`config.mk`:
```
export PLATFORM = sky130hd
export DESIGN_NAME = ppc_mag_cmp
export DESIGN_NICKNAME = d
export VERILOG_FILES = /design/src/rtl/ppc_pkg.sv /design/src/rtl/ppc_bit_encode.sv /design/src/rtl/ppc_prefix_tree.sv /design/src/rtl/ppc_decide.sv /design/src/rtl/ppc_mag_cmp.sv
export SDC_FILE = /design/constraint.sdc
export NUM_CORES = 1
export LEC_CHECK = 0
export ABC_AREA = 1
export ABC_CLOCK_PERIOD_IN_PS = 3600
export BUFFER_PORTS_ARGS = -buffer_cell sky130_fd_sc_hd__buf_2
export CAP_MARGIN = 20
export CORE_ASPECT_RATIO = 1.5
export CORE_UTILIZATION = 47
export DETAILED_ROUTE_END_ITERATION = 7
export PLACE_DENSITY_LB_ADDON = 0.25
export SKIP_LAST_GASP = 1
export SYNTH_ARGS = -nofsm -noshare
export SYNTH_HDL_FRONTEND = slang
export SYNTH_SLANG_ARGS = --single-unit
```
`constraint.sdc`:
```
create_clock -name vclk -period 3.6
set_input_delay 1.08 -clock vclk [all_inputs]
set_output_delay 1.08 -clock vclk [all_outputs]
set_load 0.02 [all_outputs]
```
`src/rtl/ppc_pkg.sv`:
```
package ppc_pkg;
  typedef struct packed {
    logic eq;
    logic gt;
    logic lt;
  } ppc_flags_t;

  // 2:1 mux used as the basic tree cell
  function automatic logic mux2(input logic sel, input logic d1, input logic d0);
    return sel ? d1 : d0;
  endfunction
endpackage

```
`src/rtl/ppc_bit_encode.sv`:
```
module ppc_bit_encode #(
  parameter int WIDTH = 16
) (
  input  logic [WIDTH-1:0] a_i,
  input  logic [WIDTH-1:0] b_i,
  output logic [WIDTH-1:0] diff_o,
  output logic [WIDTH-1:0] a_win_o,
  output logic [WIDTH-1:0] b_win_o
);
  import ppc_pkg::*;

  for (genvar i = 0; i < WIDTH; i++) begin : g_bit
    assign diff_o[i]  = mux2(a_i[i], ~b_i[i], b_i[i]);
    assign a_win_o[i] = mux2(a_i[i], ~b_i[i], 1'b0);
    assign b_win_o[i] = mux2(b_i[i], ~a_i[i], 1'b0);
  end
endmodule

```
`src/rtl/ppc_prefix_tree.sv`:
```
// MSB-to-LSB prefix OR: above_o[i] = any diff at positions > i.
module ppc_prefix_tree #(
  parameter int WIDTH = 16
) (
  input  logic [WIDTH-1:0] diff_i,
  output logic [WIDTH-1:0] above_o
);
  import ppc_pkg::*;

  localparam int LEVELS = (WIDTH > 1) ? $clog2(WIDTH) : 1;

  logic [WIDTH-1:0] lvl [LEVELS+1];

  assign lvl[0] = diff_i;

  for (genvar k = 0; k < LEVELS; k++) begin : g_lvl
    localparam int DIST = 1 << k;
    for (genvar i = 0; i < WIDTH; i++) begin : g_cell
      if (i + DIST < WIDTH) begin : g_mux
        assign lvl[k+1][i] = mux2(lvl[k][i+DIST], 1'b1, lvl[k][i]);
      end else begin : g_pass
        assign lvl[k+1][i] = lvl[k][i];
      end
    end
  end

  for (genvar i = 0; i < WIDTH; i++) begin : g_out
    if (i == WIDTH - 1) begin : g_top
      assign above_o[i] = 1'b0;
    end else begin : g_low
      assign above_o[i] = lvl[LEVELS][i+1];
    end
  end
endmodule

```
`src/rtl/ppc_decide.sv`:
```
module ppc_decide #(
  parameter int WIDTH = 16
) (
  input  logic [WIDTH-1:0]      left_i,
  input  logic [WIDTH-1:0]      right_i,
  output ppc_pkg::ppc_flags_t   flags_o
);
  logic l_any, r_any;

  assign l_any      = |left_i;
  assign r_any      = |right_i;
  assign flags_o.gt = l_any;
  assign flags_o.lt = r_any;
  assign flags_o.eq = ~(l_any | r_any);
endmodule

```
`src/rtl/ppc_mag_cmp.sv`:
```
module ppc_mag_cmp #(
  parameter int WIDTH   = 16,
  parameter bit REG_OUT = 1'b0
) (
  input  logic             clk_i,
  input  logic             rst_ni,
  input  logic [WIDTH-1:0] a_i,
  input  logic [WIDTH-1:0] b_i,
  output logic [WIDTH-1:0] left_bus_o,
  output logic [WIDTH-1:0] right_bus_o,
  output logic             eq_o,
  output logic             gt_o,
  output logic             lt_o
);
  import ppc_pkg::*;

  logic [WIDTH-1:0] diff, a_win, b_win, above;
  logic [WIDTH-1:0] left_c, right_c;
  ppc_flags_t       flags_c;

  ppc_bit_encode #(.WIDTH(WIDTH)) u_enc (
    .a_i    (a_i),
    .b_i    (b_i),
    .diff_o (diff),
    .a_win_o(a_win),
    .b_win_o(b_win)
  );

  ppc_prefix_tree #(.WIDTH(WIDTH)) u_tree (
    .diff_i (diff),
    .above_o(above)
  );

  // kill every candidate that has a difference above it
  for (genvar i = 0; i < WIDTH; i++) begin : g_gate
    assign left_c[i]  = mux2(above[i], 1'b0, a_win[i]);
    assign right_c[i] = mux2(above[i], 1'b0, b_win[i]);
  end

  ppc_decide #(.WIDTH(WIDTH)) u_dec (
    .left_i (left_c),
    .right_i(right_c),
    .flags_o(flags_c)
  );

  if (REG_OUT) begin : g_reg
    logic [WIDTH-1:0] left_q, right_q;
    ppc_flags_t       flags_q;
    always_ff @(posedge clk_i or negedge rst_ni) begin
      if (!rst_ni) begin
        left_q  <= '0;
        right_q <= '0;
        flags_q <= '0;
      end else begin
        left_q  <= left_c;
        right_q <= right_c;
        flags_q <= flags_c;
      end
    end
    assign left_bus_o  = left_q;
    assign right_bus_o = right_q;
    assign eq_o        = flags_q.eq;
    assign gt_o        = flags_q.gt;
    assign lt_o        = flags_q.lt;
  end else begin : g_comb
    logic unused_clk;
    assign unused_clk  = clk_i ^ rst_ni;
    assign left_bus_o  = left_c;
    assign right_bus_o = right_c;
    assign eq_o        = flags_c.eq;
    assign gt_o        = flags_c.gt;
    assign lt_o        = flags_c.lt;
  end
endmodule

```
# == Word-level counts from Yosys, hierarchy flattened ==
# Cells that the tools add are included.
# totals
output_inout_bits,35
word_cells,158
reg_bits,0
# classes
bitwise,34
muxes,122
n_reduce_logical,2
# op_table
cell,n
$mux 1,122
$not 1->1,33
$reduce_or 16->1,2
$or 1x1->1,1

# == Depth between registers and ports, before layout ==
# depth
word_depth,10
ltp_mapped,11
depth_no_buf,11

# == Cells and area by module ==
# From an unflattened synthesis, not the netlist that was laid out.
# hier_totals
hier_cells,229
hier_area_um2,1179.9
# by_module_without_submodules
mod,area_each_um2,cells_each,instances
ppc_bit_encode,580.6,80,1
ppc_mag_cmp,240.2,64,1
ppc_prefix_tree,227.7,52,1
ppc_decide,131.4,33,1

# == Worst setup path before layout ==
# Ideal clock, no wire load.
# synth_path
kind,input -> output
from,input port a_i[15]
to,output port eq_o
path_stages,9
slack_ps,-76
required_time_ps,2520
path_buffers,0
arrival_time_ps,2596
path_cell_list,inv_1 ha_1 nand2_1 inv_1 nor2_1 nand3_1 nor3_1 nand3_1 nor2_1
# synth_via
word_cells_on_any_way,52
# synth_rtl
element,line_no,rtl
from (decl),ppc_mag_cmp.sv:7,"input logic [WIDTH-1:0] a_i,"
$mux 1 (2 in series),ppc_pkg.sv:10,return sel ? d1 : d0;
via left_bus_o[14],ppc_mag_cmp.sv:9,"output logic [WIDTH-1:0] left_bus_o,"
$reduce_or 16->1,ppc_decide.sv:10,assign l_any = |left_i;
via gt_o,ppc_mag_cmp.sv:12,"output logic gt_o,"
$or 1x1->1,ppc_decide.sv:14,assign flags_o.eq = ~(l_any | r_any);
$not 1->1,ppc_decide.sv:14,
to (decl),ppc_mag_cmp.sv:11,"output logic eq_o,"
# The timed path passes the listed nets, and every way through them passes these cells.

# == Worst setup path in the final report ==
# layout_path
from,input port a_i[15]
to,output port eq_o
# layout_via
elab_chain_cells,8
word_cells_on_any_way,52
# layout_lines
element,line_no
$mux 1 (5 in series),ppc_pkg.sv:10
"$reduce_or 16->1, on equally long branches","ppc_decide.sv:10, ppc_decide.sv:11"
$or 1x1->1 (*),ppc_decide.sv:14
$not 1->1 (*),ppc_decide.sv:14
# Every way passes the cells marked *; elsewhere a longest branch is shown, timed or not.

==> run metrics <==
crit path launch a_i[15]; final core occ 81.0%; die width 43.1 um; PnR worst setup slack -0.111 ns; Setup Viol. Count Final 3; layout filler cell count 195; crit path cell chain buf_2, inv_1, ha_4, nand2_8, nor2_2, nand3_1, nand2_1, nor3_2, nand3_2, nor2_2, buf_4; CP delay by family, top simple AND/OR/NAND/NOR gates; Final Hold Viols 0; Crit. End Element primary output; Mapped Area 1190 um^2; core area 2420 um^2; Post-Layout Inst Area 1960 um^2; Seq cells 0; Routed WL 4080 um; register area 0 um^2; crit path DAT 2.63 ns; Synth Instances 215; fin. max-slew vios 0; top layer in use met4; die height 63.7 um; Setup crit start kind primary input; vias per inst 5.05; IO Port Bufs 67; sequential fraction of design power 0%; Seq/Total Area, Yosys 0%; sw frac 57.7%; dpl hpwl 2810 um; row count 22; vias in the first global route 1,445; initial antenna violation count 0; Psw 0.000119 W; IO Pins 69; pin count of the biggest net entering global routing 11; Final ANT Viol Nets 0; Diodes inserted 0; kind of critical path primary input to primary output; Final min period 3.71 ns; 1st-pass router iterations 4; DP Cell Count 331; postcts setup bufs 0; pwr/cell area 105 nW/um^2; via count 1,676; measured slew at the worst slew-check pin 0.341 ns; failing checks setup timing; number of buffers and inverters on the critical path 3; WL met1 1240 um; Int Pwr 0.0000872 W; Slew HR 77.2%; synth unique cells 18; Synth Warn # 0; syn avg cell area 5.54 um^2; Clock power frac 0%; syn_nets 279; GP Congestion 0.827; Data required, critical path 2.52 ns; met2 WL 2470 um; Remaining Overflow, GRT 0; dpl ws -0.129 ns; synth top area cells ha_1 32%, inv_1 21%, nand2_1 12%; fin cells 332; GRT Overall Usage 24.7%; Max Cap Violations 0; fin nets 374; Area Overhead vs Synth 64.7%; fin crit share 103%; placed cell areas 1750 um^2; Starting Density 49.2%; VDD IR-drop max 0.0549 mV; setup TNS -0.250 ns; RSZ-0062 raised after global routing yes; cell mode on critical path nor2_2; static leakage 1.30 nW; most frequent cells after synthesis 67 x inv_1, 37 x nand2_1, 30 x ha_1, 30 x nor2_1, 22 x nand3_1; status complete, but fails checks; maximum clock frequency 269 MHz; WL/cell 12.3 um; Worst path slowest cell ha_4; combinational power share 100.0%; DR WL met3 202 um; Hold WC Path Type primary input to primary output; Critical Path Max Stage Delay 0.31 ns; # clk buffers 0; cell taking the most area after synthesis ha_1; initial drt markers 47; critical path peak fanout 6; most numerous cell in the Yosys netlist inv_1; first-pass GRT wire length 5590 um; share of layout cells above drive strength 1 43.2%; drt drc 0; die area 2740 um^2; worst min-delay path startpoint a_i[0]; Synth top area share 31.5%
cell usage in the layout, fill, tap and decap left out:
cell type,instances
nor3_4,1
buf_4,29
o21ai_1,2
ha_2,1
nor2_2,8
nand3_1,20
nor4_2,1
nor3_2,2
nand2_2,7
clkinv_4,1
nor4_1,1
inv_2,2
nor3b_1,2
nand4_1,8
ha_4,9
nand3_2,2
nand2_4,1
nor3b_2,2
nand2_8,1
nor2_4,3
buf_2,63
nand2_1,30
inv_1,67
nor2_1,25
ha_1,20
per-stage QoR:
step / hold WS [ns] / power [W]
after floorplan: 2.25 / 0.0000968
after global placement: 2.46 / 0.000159
after detailed placement: 2.45 / 0.000163
after CTS: 2.45 / 0.000176
after global routing: 2.47 / 0.000226
final: 2.46 / 0.000206
layer usage:
layer,global-route usage (%),vias up
li1,-,834
met4,3.03,0
met5,0,-
met1,24.3,757
met3,0.287,16
met2,53.9,69
cell families after synthesis:
kind of cell	count (synthesis)	share of synthesized area, %
simple gates	113	45.2
buf+inv	70	22.5
fa+ha+maj	30	31.5
compound gates	2	0.840
cell type report:
cell class,instances,area (um^2),share of cell area (%)
repair buffers,92,533,27.2
multi-input cells,146,1130,57.7
inverters,70,268,13.6
well taps,24,30.0,1.53
final timing paths:
check | slack, ns | cells after the start | to
max | -0.11 | 11 | eq_o
min | 2.46 | 3 | right_bus_o[0]
power by group through the flow:
stage | registers, W | clock network [W] | logic [W]
floorplan | 0 | 0 | 0.0000968
global placement | 0 | 0 | 0.000159
detailed placement | 0 | 0 | 0.000163
CTS | 0 | 0 | 0.000176
global route | 0 | 0 | 0.000226
finish | 0 | 0 | 0.000206
tightest hold or removal path: stages:
cell	delay (ns)
buf_2	0.10
nor4_1	0.05
buf_2	0.15
repair_timing:
| item | CTS | global route |
|---|---|---|
| gates cloned | 0 | 1 |
| resized for setup | 12 | 24 |
| endpoints found under the setup margin | 5 | 16 |
| hold buffers | 0 | 0 |
| pin swaps | 7 | 8 |
Note: power is estimated with default switching activity, not from simulation.
